File: src/rtl/mbx_cat_pkg.sv
// Shared types for the protocol discovery table.
// Assumes nothing beyond the importing modules agreeing on these encodings.
package mbx_cat_pkg;
    typedef enum logic [1:0] {
        CAT_OK   = 2'd0,
        CAT_ELEN = 2'd1,
        CAT_EOVF = 2'd2,
        CAT_EENG = 2'd3
    } cat_err_e;

    typedef enum logic [2:0] {
        W_IDLE,
        W_SEND,
        W_WAIT,
        W_DONE,
        W_FAIL
    } walk_st_e;

    localparam int DWORD_BYTES = 4;
endpackage

File: src/rtl/mbx_cat_walker.sv
// Discovery walker: issues one discovery request per index, checks each
// response, hands good entries to the store and follows the next-index chain.
// Assumes the engine returns exactly one response per accepted request.
module mbx_cat_walker
    import mbx_cat_pkg::*;
#(
    parameter int VID_W  = 16,
    parameter int TYPE_W = 8,
    parameter int IDX_W  = 8,
    parameter int SZ_W   = 16,
    localparam int DW    = VID_W + TYPE_W + IDX_W,
    localparam int ENT_W = VID_W + TYPE_W
) (
    input  logic              clk,
    input  logic              rst_n,
    input  logic              start,
    output logic              req_valid,
    input  logic              req_ready,
    output logic [VID_W-1:0]  req_vid,
    output logic [TYPE_W-1:0] req_type,
    output logic [DW-1:0]     req_data,
    input  logic              rsp_valid,
    input  logic              rsp_err,
    input  logic [SZ_W-1:0]   rsp_bytes,
    input  logic [DW-1:0]     rsp_data,
    input  logic              tbl_full,
    output logic              tbl_clr,
    output logic              wr_en,
    output logic [ENT_W-1:0]  wr_entry,
    output logic              done,
    output logic              err,
    output cat_err_e          err_code
);
    walk_st_e         st;
    logic [IDX_W-1:0] idx;

    // Split the response dword into its fields.
    logic [VID_W-1:0]  r_vid;
    logic [TYPE_W-1:0] r_type;
    logic [IDX_W-1:0]  r_next;
    logic              len_ok;
    logic              idle_like;

    // Field extraction and qualification of the current response.
    always_comb begin
        r_vid     = rsp_data[VID_W-1:0];
        r_type    = rsp_data[VID_W +: TYPE_W];
        r_next    = rsp_data[ENT_W +: IDX_W];
        len_ok    = (rsp_bytes == SZ_W'(DWORD_BYTES));
        idle_like = (st == W_IDLE) || (st == W_DONE) || (st == W_FAIL);
    end

    // Walk sequencing: start, send, wait, then finish or fail.
    always_ff @(posedge clk) begin
        if (!rst_n) begin
            st       <= W_IDLE;
            idx      <= '0;
            err_code <= CAT_OK;
        end else begin
            case (st)
                W_SEND: if (req_ready) st <= W_WAIT;
                W_WAIT: begin
                    if (rsp_valid) begin
                        if (rsp_err) begin
                            st       <= W_FAIL;
                            err_code <= CAT_EENG;
                        end else if (!len_ok) begin
                            st       <= W_FAIL;
                            err_code <= CAT_ELEN;
                        end else if (tbl_full) begin
                            st       <= W_FAIL;
                            err_code <= CAT_EOVF;
                        end else if (r_next == '0) begin
                            st <= W_DONE;
                        end else begin
                            idx <= r_next;
                            st  <= W_SEND;
                        end
                    end
                end
                default: begin
                    if (start) begin
                        st       <= W_SEND;
                        idx      <= '0;
                        err_code <= CAT_OK;
                    end
                end
            endcase
        end
    end

    // Request fields, store write strobe and status outputs.
    always_comb begin
        req_valid = (st == W_SEND);
        req_vid   = VID_W'(1);
        req_type  = '0;
        req_data  = DW'(idx);
        tbl_clr   = start && idle_like;
        wr_en     = (st == W_WAIT) && rsp_valid && !rsp_err && len_ok && !tbl_full;
        wr_entry  = {r_vid, r_type};
        done      = (st == W_DONE);
        err       = (st == W_FAIL);
    end

    a_r2_first_index: assert property (@(posedge clk) disable iff (!rst_n)
        tbl_clr |=> (req_valid && req_data[IDX_W-1:0] == '0));
    a_r1_hold_request: assert property (@(posedge clk) disable iff (!rst_n)
        (req_valid && !req_ready) |=> (req_valid && $stable(req_data)));
    a_r4_len_fails: assert property (@(posedge clk) disable iff (!rst_n)
        ((st == W_WAIT) && rsp_valid && !rsp_err && !len_ok) |=> (err && err_code == CAT_ELEN));
    a_r12_done_err_excl: assert property (@(posedge clk) disable iff (!rst_n)
        !(done && err));
endmodule

File: src/rtl/mbx_cat_store.sv
// Entry store: appends packed (vendor, type) entries in sequential slots
// and exposes the whole table with a per-slot valid mask.
// Assumes the writer never writes while full.
module mbx_cat_store #(
    parameter int DEPTH  = 8,
    parameter int ENT_W  = 24,
    localparam int CNT_W = $clog2(DEPTH + 1)
) (
    input  logic                   clk,
    input  logic                   rst_n,
    input  logic                   clr,
    input  logic                   wr_en,
    input  logic [ENT_W-1:0]       wr_entry,
    output logic                   full,
    output logic [DEPTH*ENT_W-1:0] tbl_flat,
    output logic [DEPTH-1:0]       tbl_valid
);
    logic [CNT_W-1:0] cnt;

    // Fill counter: cleared on a new walk, bumped per stored entry.
    always_ff @(posedge clk) begin
        if (!rst_n)     cnt <= '0;
        else if (clr)   cnt <= '0;
        else if (wr_en) cnt <= cnt + 1'b1;
    end

    assign full = (cnt == CNT_W'(DEPTH));

    for (genvar i = 0; i < DEPTH; i++) begin : g_slot
        logic [ENT_W-1:0] slot;
        // Slot register: captures the entry when it is the next free slot.
        always_ff @(posedge clk) begin
            if (!rst_n)                          slot <= '0;
            else if (wr_en && cnt == CNT_W'(i))  slot <= wr_entry;
        end
        assign tbl_flat[i*ENT_W +: ENT_W] = slot;
        assign tbl_valid[i] = (cnt > CNT_W'(i));
    end

    a_r6_no_overflow: assert property (@(posedge clk) disable iff (!rst_n)
        wr_en |-> !full);
    a_r11_clear_empties: assert property (@(posedge clk) disable iff (!rst_n)
        clr |=> (tbl_valid == '0));
endmodule

File: src/rtl/mbx_cat_match.sv
// Lookup matcher: compares one query against every valid slot in parallel
// and treats the discovery pair as always present.
// Assumes enable is held low until the table is complete.
module mbx_cat_match #(
    parameter int DEPTH  = 8,
    parameter int VID_W  = 16,
    parameter int TYPE_W = 8,
    localparam int ENT_W = VID_W + TYPE_W
) (
    input  logic                   enable,
    input  logic [VID_W-1:0]       q_vid,
    input  logic [TYPE_W-1:0]      q_type,
    input  logic [DEPTH*ENT_W-1:0] tbl_flat,
    input  logic [DEPTH-1:0]       tbl_valid,
    output logic                   hit
);
    logic [DEPTH-1:0] slot_hit;
    logic             is_disc;

    for (genvar i = 0; i < DEPTH; i++) begin : g_cmp
        assign slot_hit[i] = tbl_valid[i] && (tbl_flat[i*ENT_W +: ENT_W] == {q_vid, q_type});
    end

    // Combine the discovery rule with the table comparison.
    always_comb begin
        is_disc = (q_vid == VID_W'(1)) && (q_type == '0);
        hit     = enable && (is_disc || (|slot_hit));
    end
endmodule

File: src/rtl/mbx_cat_gate.sv
// Submission gate: classifies a presented request as admitted, invalid or
// refused because the mailbox is dead. Invalid takes precedence over dead.
// Assumes proto_hit comes from a matcher on the same vendor/type pair.
module mbx_cat_gate
    import mbx_cat_pkg::*;
#(
    parameter int SZ_W = 16
) (
    input  logic            sub_valid,
    input  logic            dead,
    input  logic            proto_hit,
    input  logic [SZ_W-1:0] req_bytes,
    input  logic [SZ_W-1:0] rsp_bytes,
    output logic            ok,
    output logic            inval,
    output logic            ioerr
);
    logic size_bad;

    // Size checks first, then the three-way verdict.
    always_comb begin
        size_bad = (req_bytes[1:0] != 2'b00) || (rsp_bytes < SZ_W'(DWORD_BYTES));
        inval    = sub_valid && (!proto_hit || size_bad);
        ioerr    = sub_valid && !inval && dead;
        ok       = sub_valid && !inval && !dead;
    end
endmodule

File: src/rtl/mbx_proto_catalog.sv
// Top of the protocol discovery table: walker, store, two matchers
// (lookup port and submit gate) and the gate itself.
// Assumes a single engine behind the request/response port.
module mbx_proto_catalog
    import mbx_cat_pkg::*;
#(
    parameter int DEPTH  = 8,
    parameter int VID_W  = 16,
    parameter int TYPE_W = 8,
    parameter int IDX_W  = 8,
    parameter int SZ_W   = 16,
    localparam int DW    = VID_W + TYPE_W + IDX_W,
    localparam int ENT_W = VID_W + TYPE_W
) (
    input  logic              clk,
    input  logic              rst_n,
    input  logic              start,
    input  logic              mbx_dead,
    output logic              eng_req_valid,
    input  logic              eng_req_ready,
    output logic [VID_W-1:0]  eng_req_vid,
    output logic [TYPE_W-1:0] eng_req_type,
    output logic [DW-1:0]     eng_req_data,
    input  logic              eng_rsp_valid,
    input  logic              eng_rsp_err,
    input  logic [SZ_W-1:0]   eng_rsp_bytes,
    input  logic [DW-1:0]     eng_rsp_data,
    output logic              cat_done,
    output logic              cat_err,
    output logic [1:0]        cat_err_code,
    input  logic [VID_W-1:0]  lk_vid,
    input  logic [TYPE_W-1:0] lk_type,
    output logic              lk_hit,
    input  logic              sub_valid,
    input  logic [VID_W-1:0]  sub_vid,
    input  logic [TYPE_W-1:0] sub_type,
    input  logic [SZ_W-1:0]   sub_req_bytes,
    input  logic [SZ_W-1:0]   sub_rsp_bytes,
    output logic              sub_ok,
    output logic              sub_inval,
    output logic              sub_ioerr
);
    logic                   tbl_full;
    logic                   tbl_clr;
    logic                   wr_en;
    logic [ENT_W-1:0]       wr_entry;
    logic [DEPTH*ENT_W-1:0] tbl_flat;
    logic [DEPTH-1:0]       tbl_valid;
    logic                   sub_hit;
    cat_err_e               code;

    mbx_cat_walker #(.VID_W(VID_W), .TYPE_W(TYPE_W), .IDX_W(IDX_W), .SZ_W(SZ_W)) u_walker (
        .clk(clk), .rst_n(rst_n), .start(start),
        .req_valid(eng_req_valid), .req_ready(eng_req_ready),
        .req_vid(eng_req_vid), .req_type(eng_req_type), .req_data(eng_req_data),
        .rsp_valid(eng_rsp_valid), .rsp_err(eng_rsp_err),
        .rsp_bytes(eng_rsp_bytes), .rsp_data(eng_rsp_data),
        .tbl_full(tbl_full), .tbl_clr(tbl_clr),
        .wr_en(wr_en), .wr_entry(wr_entry),
        .done(cat_done), .err(cat_err), .err_code(code)
    );

    assign cat_err_code = code;

    mbx_cat_store #(.DEPTH(DEPTH), .ENT_W(ENT_W)) u_store (
        .clk(clk), .rst_n(rst_n), .clr(tbl_clr),
        .wr_en(wr_en), .wr_entry(wr_entry), .full(tbl_full),
        .tbl_flat(tbl_flat), .tbl_valid(tbl_valid)
    );

    mbx_cat_match #(.DEPTH(DEPTH), .VID_W(VID_W), .TYPE_W(TYPE_W)) u_lk_match (
        .enable(cat_done), .q_vid(lk_vid), .q_type(lk_type),
        .tbl_flat(tbl_flat), .tbl_valid(tbl_valid), .hit(lk_hit)
    );

    mbx_cat_match #(.DEPTH(DEPTH), .VID_W(VID_W), .TYPE_W(TYPE_W)) u_sub_match (
        .enable(cat_done), .q_vid(sub_vid), .q_type(sub_type),
        .tbl_flat(tbl_flat), .tbl_valid(tbl_valid), .hit(sub_hit)
    );

    mbx_cat_gate #(.SZ_W(SZ_W)) u_gate (
        .sub_valid(sub_valid), .dead(mbx_dead), .proto_hit(sub_hit),
        .req_bytes(sub_req_bytes), .rsp_bytes(sub_rsp_bytes),
        .ok(sub_ok), .inval(sub_inval), .ioerr(sub_ioerr)
    );

    a_r9_one_verdict: assert property (@(posedge clk) disable iff (!rst_n)
        $onehot0({sub_ok, sub_inval, sub_ioerr}));
    a_r10_dead_refuses: assert property (@(posedge clk) disable iff (!rst_n)
        sub_ok |-> !mbx_dead);
    a_r7_lookup_blocked: assert property (@(posedge clk) disable iff (!rst_n)
        !cat_done |-> !lk_hit);
endmodule

File: config.mk
export PLATFORM = sky130hd
export DESIGN_NAME = mbx_proto_catalog
export DESIGN_NICKNAME = d
export VERILOG_FILES = /design/src/rtl/mbx_cat_pkg.sv /design/src/rtl/mbx_cat_walker.sv /design/src/rtl/mbx_cat_store.sv /design/src/rtl/mbx_cat_match.sv /design/src/rtl/mbx_cat_gate.sv /design/src/rtl/mbx_proto_catalog.sv
export SDC_FILE = /design/constraint.sdc
export NUM_CORES = 1
export LEC_CHECK = 0
export ABC_AREA = 1
export BUFFER_PORTS_ARGS = -buffer_cell sky130_fd_sc_hd__buf_2
export CORE_UTILIZATION = 40
export CTS_CLUSTER_DIAMETER = 40
export DETAILED_ROUTE_END_ITERATION = 8
export GPL_ROUTABILITY_DRIVEN = 1
export PLACE_DENSITY_LB_ADDON = 0.1
export SLEW_MARGIN = 20
export SYNTH_ARGS = -nofsm -noshare
export SYNTH_HDL_FRONTEND = slang
export SYNTH_SLANG_ARGS = --single-unit
File: constraint.sdc
create_clock -name clk -period 2.3 [get_ports clk]
set_clock_uncertainty 0.2 [all_clocks]
set_input_delay 0.115 -clock clk [delete_from_list [all_inputs] [get_ports clk]]
set_output_delay 0.115 -clock clk [all_outputs]
set_load 0.01 [all_outputs]
== Word level (Yosys, flattened, before mapping) ==
Index checks and enable logic that the tools add are counted.

* Bits in registers: 209
* Bits of input ports: 136
* Logic and storage cells: 145

* $add $sub $neg: 1
* $lt $le $gt $ge: 9
* Eq/ne operators: 38
* Multiplexer cells: 21
* Bitwise gates (word level): 2
* Reductions and logical operators: 62

{| class="wikitable"
|+ Operators by type and width
! cell !! count
|-
| 24-bit equality test || 16
|-
| 8-bit two-way mux || 6
|-
| 1-bit logical AND || 37
|-
| 16-bit by 1-bit equality test with 1-bit output (second input constant) || 2
|-
| 8-bit logical NOT || 3
|-
| 3-bit two-way mux || 6
|-
| 16-bit by 3-bit equality test with 1-bit output (second input constant) || 1
|-
| 4-bit by 3-bit equality test with 1-bit output (second input constant) || 4
|-
| 4-bit by 3-bit > comparator with 1-bit output (second input constant) || 4
|-
| 16-bit by 3-bit less-than comparator with 1-bit output (second input constant) || 1
|-
| 8-bit one-hot mux with 2 select lines || 1
|-
| 8-bit OR reduction || 2
|-
| 2-bit two-way mux || 6
|-
| 4-bit by 2-bit equality test with 1-bit output (second input constant) || 2
|-
| 4-bit by 1-bit > comparator with 1-bit output (second input constant) || 2
|-
| 4-bit by 2-bit > comparator with 1-bit output (second input constant) || 2
|-
| 2-bit inequality test (second input constant) || 4
|-
| 7-bit AND reduction || 1
|-
| 3-bit by 2-bit equality test with 1-bit output (second input constant) || 2
|-
| 1-bit logical OR || 6
|-
| 3-bit one-hot mux with 2 select lines || 1
|-
| 1-bit logical NOT || 5
|-
| 4-bit by 1-bit adder with 4-bit output (second input constant) || 1
|-
| 4-bit by 1-bit equality test with 1-bit output (second input constant) || 1
|-
| 14 further kinds || 17
|}

== Logic depth before layout (Yosys ltp) ==
Gate-level depths: netlist of the first run.

* Depth after elaboration: 11
* Mapped depth: 15

== By module ==
A second synthesis of the first run with hierarchy kept.

* Cells, all modules: 2728
* Area total of the unflattened synthesis: 15838.9 sq um

{| class="wikitable"
|+ By module, submodules not included
! module !! times used !! cells an instance !! area an instance (sq um) !! seq. area each (sq um)
|-
| mbx_cat_store || 1 || 1072 || 7860.0 || 3923.8
|-
| mbx_cat_match || 2 || 702 || 3218.1 || 0.0
|-
| mbx_cat_walker || 1 || 233 || 1452.6 || 260.2
|-
| mbx_cat_gate || 1 || 19 || 90.1 || 0.0
|}

== Worst setup path before layout of the first run ==
No wires, ideal clock.

* Kind: flip-flop to flip-flop
* Start point: register u_walker.st[0]
* End point: register u_store.g_slot[0].slot[4]
* Library setup time: 132 ps
* Data arrival time: 1659 ps
* Data required time: 1968 ps
* Path slack: 309 ps
* Cell stages (with the launch flop): 10
* Cells stage by stage: dfxtp_1 nor3_4 inv_2 nor4_4 nand2_2 nor2_4 inv_1 buf_2 nand2_1 a21oi_1

* Word-level cells in the longest chain between the ends: 6

{| class="wikitable"
|+ RTL lines
! what !! RTL line !! source
|-
| start, declared || mbx_cat_walker.sv:34 || <nowiki>walk_st_e st;</nowiki>
|-
| start signal, assigned || mbx_cat_walker.sv:56 || <nowiki>st <= W_IDLE;</nowiki>
|-
| start signal, assigned || mbx_cat_walker.sv:61 || <nowiki>W_SEND: if (req_ready) st <= W_WAIT;</nowiki>
|-
| start signal, assigned || mbx_cat_walker.sv:65 || <nowiki>st <= W_FAIL;</nowiki>
|-
| 3-bit by 2-bit equality test with 1-bit output || mbx_cat_walker.sv:99 || <nowiki>wr_en = (st == W_WAIT) && rsp_valid && !rsp_err && len_ok && !tbl_full;</nowiki>
|-
| 1-bit logical AND (4 in series) || mbx_cat_walker.sv:99 ||
|-
| 1-bit logical AND || mbx_cat_store.sv:34 || <nowiki>else if (wr_en && cnt == CNT_W'(i)) slot <= wr_entry;</nowiki>
|-
| end signal, assigned || mbx_cat_store.sv:34 ||
|-
| end, declared || mbx_cat_store.sv:30 || <nowiki>logic [ENT_W-1:0] slot;</nowiki>
|}

Every way passes these cells.
A chain may end at the register's enable or synchronous reset.

== Worst setup path after layout of the first run ==
* Start point: register u_store.g_slot[4].slot[23]
* End point: output sub_ioerr

* Word-level cells in the longest chain between the ends: 11

{| class="wikitable"
|+ RTL lines
! what !! RTL line !! source
|-
| start, declared || mbx_cat_store.sv:30 ||
|-
| start signal, assigned || mbx_cat_store.sv:34 ||
|-
| 24-bit equality test || mbx_cat_match.sv:21 || <nowiki>assign slot_hit[i] = tbl_valid[i] && (tbl_flat[i*ENT_W +: ENT_W] == {q_vid, q_type});</nowiki>
|-
| 1-bit logical AND || mbx_cat_match.sv:21 ||
|-
| 8-bit OR reduction || mbx_cat_match.sv:27 || <nowiki>hit = enable && (is_disc || (|slot_hit));</nowiki>
|-
| 1-bit logical OR || mbx_cat_match.sv:27 ||
|-
| 1-bit logical AND || mbx_cat_match.sv:27 ||
|-
| 1-bit logical NOT || mbx_cat_gate.sv:23 || <nowiki>inval = sub_valid && (!proto_hit || size_bad);</nowiki>
|-
| 1-bit logical OR || mbx_cat_gate.sv:23 ||
|-
| 1-bit logical AND || mbx_cat_gate.sv:23 ||
|-
| 1-bit logical NOT || mbx_cat_gate.sv:24 || <nowiki>ioerr = sub_valid && !inval && dead;</nowiki>
|-
| 1-bit logical AND (2 in series) || mbx_cat_gate.sv:24 ||
|-
| end, declared || mbx_proto_catalog.sv:41 || <nowiki>output logic sub_ioerr</nowiki>
|}

Every way passes these cells.

==> tab_implementation.tex, run 1 <==
\begin{tabular}{lr}
\hline
Metric & Value \\
\hline
\multicolumn{2}{l}{\textbf{Clocking}} \\
\quad Clk root buf & sky130\_fd\_sc\_hd\_\_clkbuf\_16 \\
\quad Total CTS buffers & 45 \\
\quad Buffers from clock root to sink, at most & 3 \\
\quad CTS tree & built \\
\quad Number of levels in the clock H-tree & 2 \\
\quad Number of clock sinks seen by CTS & 209 \\
\quad Clock latency on the worst-skew pair & 0.54 ns \\
\quad Clock-pin slew reported for the worst setup and hold paths after clock tree synthesis & 0.06 ns \\
\multicolumn{2}{l}{\textbf{Timing}} \\
\quad Max-slew violation count & 0 \\
\quad Final min period & 2.597 ns \\
\quad Setup TNS & -1.060 ns \\
\quad Measured slew at the worst slew-check pin & 0.5134 ns \\
\quad Unrepaired setup endpoints after global routing & yes \\
\quad Share of the clock period used by the worst path & 1.129 \\
\quad Achievable clock frequency & 385.1 MHz \\
\quad Relative slew margins & 0.6546 \\
\quad Setup-violating endpoint count in the final report & 4 \\
\quad Post-route worst setup slack & -0.2967 ns \\
\quad Final number of hold-violating endpoints & 1 \\
\quad Worst Hold Slack & -0.006344 ns \\
\multicolumn{2}{l}{\textbf{Layout}} \\
\quad Syn-to-layout area delta & 27.22\% \\
\quad Register cell area after layout & 0.004220 mm\^{}2 \\
\quad Antenna fix cells & 0 \\
\quad \# fillers & 3,488 \\
\quad Area used by multi-input combinational logic & 0.008758 mm\^{}2 \\
\quad NumNets Final & 2,496 \\
\quad Area of all placed cells without fillers & 0.01779 mm\^{}2 \\
\quad Proportion of layout cells with a drive suffix above 1 & 0.1811 \\
\multicolumn{2}{l}{\textbf{Placement}} \\
\quad Number of input and output port buffers inserted & 136 \\
\quad Placed instance area & 0.01523 mm\^{}2 \\
\quad HPWL after DPL & 38,970 um \\
\quad Global placer's final weighted congestion & 0.9721 \\
\multicolumn{2}{l}{\textbf{Worst setup path}} \\
\quad CP Launch Type & flop \\
\quad Crit path buf inv count & 1 \\
\quad Reg2Reg Launch Point & u\_store.cnt[0] \\
\quad Worst-case reg-to-reg path depth & 7 \\
\quad Most Frequent Cell on Critical Path & sky130\_fd\_sc\_hd\_\_nor2\_2 \\
\quad Crit-path cells & xnor2\_2 > nand4\_1 > nor2\_2 > nand2\_1 > nor2\_2 > nor2\_2 > nand3\_2 > nand3\_2 > nor2\_1 > buf\_2 \\
\quad Worst-path fanout max & 3 \\
\quad Crit Path Category & flop to primary output \\
\quad Req. time, crit path & 1.99 ns \\
\quad Largest stage delay on the critical path & 0.36 ns \\
\quad Largest delay share family, worst path & simple AND/OR/NAND/NOR gates \\
\quad Worst Path Arrival & 2.28 ns \\
\quad Register-to-register setup slack & 0.16 ns \\
\quad Critical path endpoint category & primary output \\
\quad Terminus of the critical flop-to-flop path & u\_store.cnt[2] \\
\quad Cell with the largest stage delay on the worst path & sky130\_fd\_sc\_hd\_\_dfxtp\_2 \\
\multicolumn{2}{l}{\textbf{Power and ir drop}} \\
\quad Portion of total power attributed to the clock network & 0.569 \\
\quad Worst vdd ir & 0.6016 mV \\
\quad Sw power & 3292 uW \\
\quad Proportion of total power due to net switching & 0.2783 \\
\quad Leak pwr & 0.007008 uW \\
\quad Power density relative to cell area & 664.7 mW/mm\^{}2 \\
\quad Relative contribution of sequential cells to total power & 0.310 \\
\quad Design internal power & 8535 uW \\
\quad Portion of total power attributed to combinational logic & 0.120 \\
\multicolumn{2}{l}{\textbf{Yosys}} \\
\quad Number of instances in the synthesized netlist & 2,171 \\
\quad Synthesized area & 0.01399 mm\^{}2 \\
\quad Share of the yosys chip area belonging to registers & 0.2992 \\
\quad Ys Warns & 0 \\
\quad Syn avg cell area & 6.442 um\^{}2 \\
\quad Count of state elements after synthesis & 209 \\
\quad Distinct cells, synth & 39 \\
\multicolumn{2}{l}{\textbf{Min path}} \\
\quad Hold path endpoint & u\_store.cnt[1] \\
\quad Cell depth of the worst min-delay path & 8 \\
\quad Hold Crit Class & input pin to flop \\
\quad Hold wc startpoint & eng\_rsp\_bytes[13] \\
\multicolumn{2}{l}{\textbf{Outcome}} \\
\quad Violations in the final reports & negative hold slack, negative setup slack \\
\quad Run status & complete, but fails checks \\
\multicolumn{2}{l}{\textbf{GRT}} \\
\quad Aggregate global routing overflow & 0 \\
\quad Largest net degree at the start of global routing & 66 \\
\quad Initial antenna violation count & 0 \\
\quad Aggregate global-route resource usage & 0.3056 \\
\quad Wire length of the first global-routing pass & 83,060 um \\
\quad Vias in the first global route & 13,776 \\
\multicolumn{2}{l}{\textbf{Route}} \\
\quad DR pass1 iterations & 7 \\
\quad DRC marker count from the first detailed-route iteration & 1,307 \\
\quad Overall routed net length & 55,290 um \\
\quad Sum of routed wire segments on met1 & 24,820 um \\
\quad Routed length per placed instance & 19.43 um \\
\quad Remaining antenna violation count & 0 \\
\quad Top layer in use & met4 \\
\quad Routed length on met3 & 4245 um \\
\quad Post-detailed-route via-to-cell ratio & 5.206 \\
\quad Met2 wire length & 25,020 um \\
\quad Total DRC errors in the routed layout & 0 \\
\quad Detailed-route via count & 14,816 \\
\multicolumn{2}{l}{\textbf{Flow run}} \\
\quad Max Cap Violations & 0 \\
\multicolumn{2}{l}{\textbf{Floorplanning}} \\
\quad I/O pins & 201 \\
\quad Width of the die & 189.0 um \\
\quad Die Area & 0.03572 mm\^{}2 \\
\quad Vertical die dimension & 189.0 um \\
\quad Standard cell core area & 0.03446 mm\^{}2 \\
\quad Initial cell density of the core & 0.4059 \\
\quad Row count & 68 \\
\hline
\end{tabular}
-- per-stage QoR --
stage               total power [uW]    util  std cells  worst slack (ns)
floorplan                       4631       -       2217            0.3090
detailed placement              5066  0.4419       2708          -0.02955
finish                         11830  0.5164       2846           -0.2967
global route                   12180  0.5164       2846           -0.4317
global placement                5062  0.4419       2708           0.01137
CTS                            11890  0.5105       2843           -0.2806
-- worst register-to-register path, cell delays in order (launching register included) --
cell                            delay (ns)
sky130_fd_sc_hd__dfxtp_4              0.38
sky130_fd_sc_hd__inv_6                0.05
sky130_fd_sc_hd__buf_4                0.13
sky130_fd_sc_hd__ha_4                 0.18
sky130_fd_sc_hd__a31oi_4              0.24
sky130_fd_sc_hd__nand4_1              0.14
sky130_fd_sc_hd__dlygate4sd3_1        0.60
sky130_fd_sc_hd__a21oi_1              0.15
-- flip-flops by register name (all words and copies together) (netlist names) --
signal               count
u_store.g_slot.slot    192
u_walker.idx             8
u_store.cnt              4
u_walker.st              3
u_walker.err_code        2
-- area by class of cell --
cell class,count,share of cell area
Multi-Input combinational cell,1666,0.4922
Tap cell,455,0.03199
Inverter,154,0.03361
Clock inverter,31,0.01976
Sequential cell,209,0.2372
Clock buffer,52,0.06828
Timing Repair Buffer,279,0.1169
-- layout by cell type, fill, tap and decap left out, types with 7 or more instances in the layout --
cell / count
sky130_fd_sc_hd__clkinvlp_4: 7
sky130_fd_sc_hd__o22ai_1: 10
sky130_fd_sc_hd__nor3_1: 15
sky130_fd_sc_hd__xor2_1: 113
sky130_fd_sc_hd__dfxtp_2: 14
sky130_fd_sc_hd__dfxtp_1: 190
sky130_fd_sc_hd__clkbuf_16: 47
sky130_fd_sc_hd__xnor2_1: 123
sky130_fd_sc_hd__nor2_1: 161
sky130_fd_sc_hd__buf_2: 135
sky130_fd_sc_hd__nand3_1: 178
sky130_fd_sc_hd__nor3_2: 10
sky130_fd_sc_hd__nor4_1: 12
sky130_fd_sc_hd__dlygate4sd3_1: 49
sky130_fd_sc_hd__nand2_1: 619
sky130_fd_sc_hd__inv_6: 8
sky130_fd_sc_hd__conb_1: 48
sky130_fd_sc_hd__or2_2: 8
sky130_fd_sc_hd__inv_1: 144
sky130_fd_sc_hd__nor2_2: 30
sky130_fd_sc_hd__nand3_2: 12
sky130_fd_sc_hd__o21ai_0: 24
sky130_fd_sc_hd__nand4_1: 37
sky130_fd_sc_hd__a21oi_1: 220
sky130_fd_sc_hd__buf_12: 13
sky130_fd_sc_hd__buf_4: 77
-- power groups by stage --
stage	clock network (uW)	logic [uW]	registers, uW
floorplan	0	885	3750
global placement	0	1320	3750
detailed placement	0	1320	3750
CTS	6820	1390	3670
global route	6960	1550	3670
finish	6730	1420	3670
-- timing repair --
action                                 in CTS  in global routing
setup endpoints to repair                   4                 32
pin swaps                                  30                 19
endpoints found under the hold margin     209                  1
hold buffers                               48                  2
gates resized for setup                    80                 52
gates cloned                                0                  0
buffers inserted                            5                  2
-- synth_stat cells, drive strengths merged --
cell | n | area share
nand2 | 627 | 0.17
a21oi | 225 | 0.081
dfxtp | 209 | 0.30
nor2 | 196 | 0.054
nand3 | 192 | 0.069
inv | 152 | 0.041
xnor2 | 126 | 0.079
xor2 | 113 | 0.071
buf | 101 | 0.050
clkbuf | 87 | 0.024
nand4 | 37 | 0.017
nor3 | 27 | 0.010
o21ai | 27 | 0.0097
nor4 | 14 | 0.0073
o22ai | 10 | 0.0045
or2 | 8 | 0.0036
ha | 5 | 0.0045
clkinv | 2 | 0.00089
conb | 2 | 0.00054
nand3b | 2 | 0.0011
o2111ai | 2 | 0.0013
o211ai | 2 | 0.0011
a211oi | 1 | 0.00054
a21boi | 1 | 0.00054
a31oi | 1 | 0.00045
a41oi | 1 | 0.00063
o21bai | 1 | 0.00054
-- how the worst max path moves through the flow --
stage                                          start                   endpoint  slack (ns)  cells past startpoint
after floorplan                       u_walker.st[0]  u_store.g_slot[0].slot[4]        0.31                      9
after global placement                u_store.cnt[0]                     sub_ok        0.01                     12
after detailed placement              u_store.cnt[0]                  sub_ioerr       -0.03                     12
after CTS                 u_store.g_slot[4].slot[23]                     sub_ok       -0.28                     10
after global routing       u_store.g_slot[3].slot[9]                     lk_hit       -0.43                     12
final                     u_store.g_slot[4].slot[23]                  sub_ioerr       -0.30                     10
-- kinds of logic (layout without fill, tap and decap cells) --
kind of cell             Yosys count  after routing  share of synthesized area
flip-flops                       209            209                     0.2992
buffers and inverters            342            516                     0.1158
adder cells (fa/ha/maj)            5              5                   0.004473
AO/OA/AOI/OAI                    271            271                    0.09966
other                              2             48                  0.0005370
XOR/XNOR                         239            239                     0.1497
AND/OR/NAND/NOR                 1103           1103                     0.3307
-- layer usage --
| layer | vias up | global-route usage |
|---|---|---|
| met1 | 6928 | 0.4292 |
| met3 | 73 | 0.03948 |
| met4 | 0 | 0.07940 |
| met5 | - | 0 |
| li1 | 7188 | - |
| met2 | 627 | 0.4908 |
Power figures use the tool's default switching activity.
==> inputs of run 2 (changes only) <==
--- a/config.mk
+++ b/config.mk
@@ -8,9 +8,11 @@
 export ABC_AREA = 1
 export BUFFER_PORTS_ARGS = -buffer_cell sky130_fd_sc_hd__buf_2
+export CELL_PAD_IN_SITES_DETAIL_PLACEMENT = 0
+export CELL_PAD_IN_SITES_GLOBAL_PLACEMENT = 1
 export CORE_UTILIZATION = 40
 export CTS_CLUSTER_DIAMETER = 40
 export DETAILED_ROUTE_END_ITERATION = 8
 export GPL_ROUTABILITY_DRIVEN = 1
-export PLACE_DENSITY_LB_ADDON = 0.1
+export PLACE_DENSITY = 0.88
 export SLEW_MARGIN = 20
 export SYNTH_ARGS = -nofsm -noshare
==> constraint.sdc (replaced) <==
create_clock -name clk -period 2.3 [get_ports clk]
set_clock_uncertainty 0.2 [all_clocks]
set_input_delay 0.115 -clock clk [delete_from_list [all_inputs] [get_ports clk]]
set_output_delay 0.115 -clock clk [all_outputs]
set_load 0.005 [all_outputs]
==> run 2 against run 1 <==
Via count up 2.8%. Non-clock buffer count fell by 3. Final cell count shrank 0.53%. Worst setup slack improved by 0.080 ns. Largest cell class unchanged. Critical path type unchanged. First-iteration DRC count rose by 19%. Hold slack gained 0.020 ns. Sequential cell count unchanged. The flow finishes with violations (negative setup slack). Critical path depth is the same. Combinational power fell by 4%.
==> tab_implementation.tex, run 2 (same netlist as run 1, synthesis figures left out) <==
\begin{tabular}{lr}
\hline
Metric & Value \\
\hline
\multicolumn{2}{l}{\textbf{GRT}} \\
\quad Vias in the first global route & 14,142 (+2.7\%) \\
\quad Initial antenna violation count & 0 (unchanged) \\
\quad Largest net degree at the start of global routing & 60 (-9.1\%) \\
\quad Aggregate global routing overflow & 0 (unchanged) \\
\quad Aggregate global-route resource usage & 0.2982 (-0.007389) \\
\quad Wire length of the first global-routing pass & 82,340 um (-0.86\%) \\
\multicolumn{2}{l}{\textbf{Worst setup path}} \\
\quad Cell with the largest stage delay on the worst path & sky130\_fd\_sc\_hd\_\_dfxtp\_2 \\
\quad Most Frequent Cell on Critical Path & sky130\_fd\_sc\_hd\_\_nor2\_1 \\
\quad CP Launch Type & flop \\
\quad Crit-path cells & inv\_2 > o22ai\_1 > nor2\_1 > nand4\_1 > nor2\_2 > nand3\_1 > nand2\_1 > nor2\_1 > a21oi\_1 > buf\_2 \\
\quad Req. time, crit path & 1.99 ns (about the same) \\
\quad Reg2Reg Launch Point & u\_store.cnt[1] \\
\quad Critical path endpoint category & primary output \\
\quad Crit Path Category & flop to primary output \\
\quad Crit path buf inv count & 2 (+1) \\
\quad Worst-path fanout max & 3 (unchanged) \\
\quad Register-to-register setup slack & 0.01 ns (-0.15 ns) \\
\quad Largest stage delay on the critical path & 0.34 ns (-0.02 ns) \\
\quad Worst Path Arrival & 2.20 ns (-0.08 ns) \\
\quad Terminus of the critical flop-to-flop path & u\_store.cnt[3] \\
\quad Worst-case reg-to-reg path depth & 10 (+3) \\
\quad Largest delay share family, worst path & simple AND/OR/NAND/NOR gates \\
\multicolumn{2}{l}{\textbf{Layout}} \\
\quad Commonest non-fill, non-tap cells in the layout & 621 x sky130\_fd\_sc\_hd\_\_nand2\_1, 220 x sky130\_fd\_sc\_hd\_\_a21oi\_1, 193 x sky130\_fd\_sc\_hd\_\_dfxtp\_1 \\
\quad Syn-to-layout area delta & 25.15\% \\
\quad Largest reg by FF count & u\_store.g\_slot.slot \\
\quad NumNets Final & 2,487 (-0.36\%) \\
\quad Max reg flops & 192 (unchanged) \\
\quad Most common library cell in the layout ignoring fill and taps & sky130\_fd\_sc\_hd\_\_nand2\_1 \\
\quad Registers with the most flip-flops & u\_store.g\_slot.slot x192, u\_walker.idx x8, u\_store.cnt x4 \\
\quad Proportion of layout cells with a drive suffix above 1 & 0.1734 (-0.007695) \\
\quad Share of the core filled with cells & 0.5080 (-0.008424) \\
\quad Antenna fix cells & 0 (unchanged) \\
\multicolumn{2}{l}{\textbf{Timing}} \\
\quad Setup-violating endpoint count in the final report & 4 (unchanged) \\
\quad Unrepaired setup endpoints after global routing & yes \\
\quad Share of the clock period used by the worst path & 1.094 (-0.03488) \\
\quad Worst Hold Slack & 0.01317 ns (+0.01951 ns) \\
\quad Achievable clock frequency & 397.4 MHz (+3.2\%) \\
\quad Max-slew violation count & 0 (unchanged) \\
\quad Post-route worst setup slack & -0.2165 ns (+0.08022 ns) \\
\quad Final min period & 2.517 ns (-0.08022 ns) \\
\quad Setup TNS & -0.7771 ns (+0.2826 ns) \\
\quad Final number of hold-violating endpoints & 0 (-1) \\
\multicolumn{2}{l}{\textbf{Power and ir drop}} \\
\quad Portion of total power attributed to the clock network & 0.562 (-0.007) \\
\quad Leak pwr & 0.006910 uW (-1.4\%) \\
\quad Portion of total power attributed to combinational logic & 0.119 (about the same) \\
\quad Relative contribution of sequential cells to total power & 0.319 (+0.009) \\
\quad Sw power & 3035 uW (-7.8\%) \\
\quad Proportion of total power due to net switching & 0.2640 (-0.01435) \\
\quad Power density relative to cell area & 656.8 mW/mm\^{}2 (-1.2\%) \\
\quad Design internal power & 8462 uW (-0.86\%) \\
\quad Worst vdd ir & 0.7143 mV (+19\%) \\
\multicolumn{2}{l}{\textbf{Outcome}} \\
\quad Run status & complete, but fails checks \\
\quad Violations in the final reports & negative setup slack \\
\multicolumn{2}{l}{\textbf{Placement}} \\
\quad Global placer's final weighted congestion & 0.9757 (+0.37\%) \\
\quad HPWL after DPL & 38,730 um (-0.61\%) \\
\quad Pre-CTS setup slack & -0.003272 ns (+0.02628 ns) \\
\quad Number of input and output port buffers inserted & 136 (unchanged) \\
\multicolumn{2}{l}{\textbf{Route}} \\
\quad Routed length per placed instance & 19.17 um (-1.3\%) \\
\quad Top layer in use & met4 \\
\quad Met2 wire length & 24,460 um (-2.3\%) \\
\quad DRC marker count from the first detailed-route iteration & 1,560 (+19\%) \\
\quad Routed length on met3 & 4893 um (+15\%) \\
\quad Overall routed net length & 54,260 um (-1.9\%) \\
\quad Sum of routed wire segments on met1 & 22,700 um (-8.5\%) \\
\quad Detailed-route via count & 15,231 (+2.8\%) \\
\quad Total DRC errors in the routed layout & 0 (unchanged) \\
\quad DR pass1 iterations & 5 (-2) \\
\quad Post-detailed-route via-to-cell ratio & 5.380 (+3.3\%) \\
\quad Remaining antenna violation count & 0 (unchanged) \\
\multicolumn{2}{l}{\textbf{Min path}} \\
\quad Hold wc startpoint & eng\_rsp\_bytes[3] \\
\quad Hold Crit Class & input pin to flop \\
\quad Hold path endpoint & u\_walker.err\_code[0] \\
\quad Cell depth of the worst min-delay path & 7 (-1) \\
\multicolumn{2}{l}{\textbf{Floorplanning}} \\
\quad Row count & 68 (unchanged) \\
\quad I/O pins & 201 (unchanged) \\
\quad Standard cell core area & 0.03446 mm\^{}2 (unchanged) \\
\quad Vertical die dimension & 189.0 um (unchanged) \\
\quad Initial cell density of the core & 0.4059 (unchanged) \\
\quad Die Area & 0.03572 mm\^{}2 (unchanged) \\
\quad Width of the die & 189.0 um (unchanged) \\
\multicolumn{2}{l}{\textbf{Clocking}} \\
\quad CTS tree & built \\
\quad Clock latency on the worst-skew pair & 0.53 ns (about the same) \\
\quad Total CTS buffers & 39 (-13\%) \\
\quad Clock-pin slew reported for the worst setup and hold paths after clock tree synthesis & 0.05 ns (about the same) \\
\quad Number of levels in the clock H-tree & 2 (unchanged) \\
\quad Number of clock sinks seen by CTS & 209 (unchanged) \\
\quad Buffers from clock root to sink, at most & 3 (unchanged) \\
\quad Clk root buf & sky130\_fd\_sc\_hd\_\_clkbuf\_16 \\
\multicolumn{2}{l}{\textbf{Flow run}} \\
\quad Max Cap Violations & 0 (unchanged) \\
\hline
\end{tabular}
==> run 2: what timing repair did <==
action,CTS,global route
endpoints found under the hold margin,209,0
endpoints found under the setup margin,4,14
gates resized for setup,70,43
pin swaps,34,32
hold buffers,43,0
buffers inserted,0,10
==> run 2: metrics by stage <==
step                std cells  area (um^2)  power [uW]
finish                   2831        17500       11500
global route             2831        17500       11850
CTS                      2821        17260       11510
detailed placement       2708        15180        5001
global placement         2708        15180        4995
floorplan                2217        14160        4606
==> run 2: metal layers <==
metal,vias up,GRT usage
li1,7170,-
met1,7098,0.4011
met2,837,0.4703
met3,126,0.04560
met4,0,0.1321
met5,-,0
==> run 2: power groups by stage <==
stage | Clock (uW) | Combinational (uW) | Sequential (uW)
after global placement | 0 | 1250 | 3750
after global routing | 6690 | 1490 | 3670
after floorplan | 0 | 861 | 3740
final | 6460 | 1370 | 3670
after CTS | 6510 | 1320 | 3670
after detailed placement | 0 | 1250 | 3750
==> run 2: cell type report <==
class                           instances  area [um^2]
Clock buffer                           44         1025
Fill cell                            3451        16960
Clock inverter                         27        421.7
Inverter                              154        598.1
Timing Repair Buffer                  276         1983
Sequential cell                       209         4212
Tap cell                              455        569.3
Multi-Input combinational cell       1666         8695
==> run 2: worst max-delay path by stage <==
stage,end,slack [ns],from,cells after the start
4_1_cts,sub_ok,-0.22,u_store.g_slot[4].slot[21],10
3_3_place_gp,sub_inval,-0.01,u_store.cnt[3],11
3_5_place_dp,sub_inval,-0.003,u_store.cnt[3],11
6_report,lk_hit,-0.22,u_store.g_slot[7].slot[13],10
2_1_floorplan,u_store.g_slot[0].slot[4],0.31,u_walker.st[0],9
5_1_grt,sub_ok,-0.35,u_store.cnt[0],12
==> run 2: worst reg2reg max path, delay by kind of cell, from the launching register on <==
kind / cells / cell delay, ns
buffers and inverters: 5 / 1.03
flip-flops: 1 / 0.32
adder cells (fa/ha/maj): 1 / 0.15
AO/OA/AOI/OAI: 1 / 0.05
AND/OR/NAND/NOR: 3 / 0.42
==> inputs of run 3 (changes only) <==
Settings changed: MAX_ROUTING_LAYER set to met4.
==> run 3 against run 2 <==
The flow still finishes with violations (negative setup slack). Global-route usage increased by 1.3 points. Register-to-register slack improved by 0.08 ns. Critical path depth up 3. Worst setup slack lost 0.013 ns. Non-clock buffer count increased by 14. Largest power group unchanged. Critical endpoint is now sub_ioerr. Via count down 0.48%.
==> tab_implementation.tex, run 3 (same netlist as run 1, synthesis figures left out) <==
\begin{tabular}{lr}
\hline
Metric & Value \\
\hline
\multicolumn{2}{l}{\textbf{Layout}} \\
\quad Most common library cell in the layout ignoring fill and taps & sky130\_fd\_sc\_hd\_\_nand2\_1 \\
\quad Proportion of layout cells with a drive suffix above 1 & 0.1775 (+0.004079) \\
\quad Syn-to-layout area delta & 25.54\% \\
\quad Registers with the most flip-flops & u\_store.g\_slot.slot x192, u\_walker.idx x8, u\_store.cnt x4 \\
\quad NumNets Final & 2,503 (+0.64\%) \\
\quad Share of the core filled with cells & 0.5096 (+0.001598) \\
\quad Largest reg by FF count & u\_store.g\_slot.slot \\
\quad Commonest non-fill, non-tap cells in the layout & 621 x sky130\_fd\_sc\_hd\_\_nand2\_1, 220 x sky130\_fd\_sc\_hd\_\_a21oi\_1, 188 x sky130\_fd\_sc\_hd\_\_dfxtp\_1 \\
\quad Max reg flops & 192 (unchanged) \\
\quad Antenna fix cells & 0 (unchanged) \\
\multicolumn{2}{l}{\textbf{Clocking}} \\
\quad Clk root buf & sky130\_fd\_sc\_hd\_\_clkbuf\_16 \\
\quad Clock-pin slew reported for the worst setup and hold paths after clock tree synthesis & 0.05 ns (about the same) \\
\quad Number of clock sinks seen by CTS & 209 (unchanged) \\
\quad Number of levels in the clock H-tree & 2 (unchanged) \\
\quad Clock latency on the worst-skew pair & 0.52 ns (about the same) \\
\quad Buffers from clock root to sink, at most & 3 (unchanged) \\
\quad Total CTS buffers & 40 (+2.6\%) \\
\quad CTS tree & built \\
\multicolumn{2}{l}{\textbf{Worst setup path}} \\
\quad Crit Path Category & flop to primary output \\
\quad Critical path endpoint category & primary output \\
\quad Worst Path Arrival & 2.21 ns (about the same) \\
\quad Worst-path fanout max & 4 (+1) \\
\quad Worst-case reg-to-reg path depth & 8 (-2) \\
\quad CP Launch Type & flop \\
\quad Req. time, crit path & 1.99 ns (about the same) \\
\multicolumn{2}{l}{\textbf{Power and ir drop}} \\
\quad Proportion of total power due to net switching & 0.2767 (+0.01272) \\
\quad Sw power & 2981 uW (-1.8\%) \\
\quad Portion of total power attributed to the clock network & 0.527 (-0.035) \\
\quad Total power after layout & 10,770 uW (-6.3\%) \\
\quad Portion of total power attributed to combinational logic & 0.132 (+0.013) \\
\quad Relative contribution of sequential cells to total power & 0.341 (+0.022) \\
\quad Leak pwr & 0.006909 uW (about the same) \\
\quad Design internal power & 7792 uW (-7.9\%) \\
\quad Power density relative to cell area & 613.6 mW/mm\^{}2 (-6.6\%) \\
\quad Worst vdd ir & 0.4752 mV (-33\%) \\
\multicolumn{2}{l}{\textbf{Floorplanning}} \\
\quad Width of the die & 189.0 um (unchanged) \\
\quad Die Area & 0.03572 mm\^{}2 (unchanged) \\
\quad Vertical die dimension & 189.0 um (unchanged) \\
\quad Initial cell density of the core & 0.4059 (unchanged) \\
\quad Row count & 68 (unchanged) \\
\quad I/O pins & 201 (unchanged) \\
\quad Standard cell core area & 0.03446 mm\^{}2 (unchanged) \\
\multicolumn{2}{l}{\textbf{Timing}} \\
\quad Measured slew at the worst slew-check pin & 0.5742 ns \\
\quad Unrepaired setup endpoints after global routing & yes \\
\quad Relative slew margins & 0.6137 \\
\quad Achievable clock frequency & 395.3 MHz (-0.51\%) \\
\quad Final number of hold-violating endpoints & 0 (unchanged) \\
\quad Post-route worst setup slack & -0.2294 ns (-0.01293 ns) \\
\quad Setup-violating endpoint count in the final report & 4 (unchanged) \\
\quad Share of the clock period used by the worst path & 1.100 (+0.005621) \\
\quad Final min period & 2.529 ns (+0.01293 ns) \\
\quad Max-slew violation count & 0 (unchanged) \\
\multicolumn{2}{l}{\textbf{Route}} \\
\quad Overall routed net length & 55,220 um (+1.8\%) \\
\quad Remaining antenna violation count & 0 (unchanged) \\
\quad Post-detailed-route via-to-cell ratio & 5.330 (-0.93\%) \\
\quad Detailed-route via count & 15,158 (-0.48\%) \\
\quad DR pass1 iterations & 5 (unchanged) \\
\quad Total DRC errors in the routed layout & 0 (unchanged) \\
\quad DRC marker count from the first detailed-route iteration & 1,729 (+11\%) \\
\quad Routed length per placed instance & 19.41 um (+1.3\%) \\
\multicolumn{2}{l}{\textbf{Flow run}} \\
\quad Max Cap Violations & 0 (unchanged) \\
\multicolumn{2}{l}{\textbf{GRT}} \\
\quad Largest net degree at the start of global routing & 57 (-5.0\%) \\
\quad Vias in the first global route & 14,064 (-0.55\%) \\
\quad Initial antenna violation count & 0 (unchanged) \\
\quad Aggregate global routing overflow & 0 (unchanged) \\
\quad Wire length of the first global-routing pass & 83,130 um (+0.96\%) \\
\quad Aggregate global-route resource usage & 0.3114 (+0.01323) \\
\multicolumn{2}{l}{\textbf{Placement}} \\
\quad Global placer's final weighted congestion & 0.9670 (-0.89\%) \\
\quad HPWL after DPL & 38,820 um (+0.24\%) \\
\quad Number of input and output port buffers inserted & 136 (unchanged) \\
\quad Pre-CTS setup slack & -0.009163 ns (-0.005890 ns) \\
\multicolumn{2}{l}{\textbf{Min path}} \\
\quad Hold Crit Class & input pin to flop \\
\quad Cell depth of the worst min-delay path & 8 (+1) \\
\multicolumn{2}{l}{\textbf{Outcome}} \\
\quad Run status & complete, but fails checks \\
\quad Violations in the final reports & negative setup slack \\
\hline
\end{tabular}
run 3: cell count changes in the layout (fill, tap and decap cells not counted), moves of 4 or more:
cell and delta:
sky130_fd_sc_hd__clkinvlp_4 +5, sky130_fd_sc_hd__dlygate4sd3_1 +9, sky130_fd_sc_hd__inv_6 -4, sky130_fd_sc_hd__nor2_2 +8
sky130_fd_sc_hd__bufinv_16 -7, sky130_fd_sc_hd__dfxtp_1 -5, sky130_fd_sc_hd__nor3_2 -4, sky130_fd_sc_hd__nor2_1 -8
run 3: power groups by stage:
stage / Clock, uW / Sequential, uW / Combinational [uW]
after floorplan: 0 / 3740 / 861
after global placement: 0 / 3750 / 1270
after detailed placement: 0 / 3750 / 1270
after CTS: 5740 / 3670 / 1350
after global routing: 5920 / 3670 / 1530
final: 5680 / 3670 / 1420
run 3: repair_timing:
action                                  in CTS  in global routing
endpoints found under the hold margin      209                  0
hold buffers                                52                  0
pin swaps                                   40                 26
gates cloned                                 0                  2
endpoints found under the setup margin       4                 45
resized for setup                           83                 45
buffers inserted                             5                  2
run 3: worst max-delay path, cell delays in order (launching register included):
cell and delay [ns]:
sky130_fd_sc_hd__dfxtp_2 0.35, sky130_fd_sc_hd__inv_1 0.06, sky130_fd_sc_hd__nand2_1 0.06, sky130_fd_sc_hd__o21ai_0 0.09, sky130_fd_sc_hd__nor2_1 0.22, sky130_fd_sc_hd__nand2_1 0.13
sky130_fd_sc_hd__nor2_2 0.16, sky130_fd_sc_hd__nand3_1 0.10, sky130_fd_sc_hd__nand2_1 0.07, sky130_fd_sc_hd__nor2_1 0.05, sky130_fd_sc_hd__nand3_2 0.12, sky130_fd_sc_hd__nand3_2 0.08
sky130_fd_sc_hd__nor2_1 0.08, sky130_fd_sc_hd__buf_2 0.11
run 3: layout make-up:
cell class / instances / area (um^2)
Fill cell: 3466 / 16900
Multi-Input combinational cell: 1666 / 8705
Sequential cell: 209 / 4223
Timing Repair Buffer: 290 / 2166
Clock buffer: 48 / 1072
Inverter: 154 / 606.8
Tap cell: 455 / 569.3
Clock inverter: 21 / 207.7
Timing Repair inverter: 1 / 8.758
run 3: through the flow:
step | TNS (ns) | hold WS (ns) | std cells | cell area, um^2
finish | -0.8774 | 0.03533 | 2844 | 17560
global placement | -0.05887 | 0.1795 | 2715 | 15270
global route | -1.327 | 0.08116 | 2844 | 17560
floorplan | 0 | 0.06110 | 2217 | 14160
CTS | -0.7120 | 0.04714 | 2840 | 17340
detailed placement | -0.01215 | 0.1851 | 2715 | 15270
run 3: per-layer routing:
metal / track usage / share of wire / up-vias
met3: 0.04059 / 0.088 / 136
met1: 0.4150 / 0.42 / 7068
met5: - / 0 / -
met4: 0.1281 / 0.047 / 0
li1: - / - / 7188
met2: 0.4737 / 0.44 / 766
run 3: worst paths after layout:
path	start	to	slack (ns)
hold / removal	eng_rsp_bytes[8]	u_walker.st[1]	0.04
setup reg to reg	u_store.cnt[1]	u_store.cnt[2]	0.09
hold reg to reg	u_walker.idx[1]	u_walker.idx[1]	0.27
setup / recovery	u_store.g_slot[3].slot[17]	sub_ioerr	-0.23
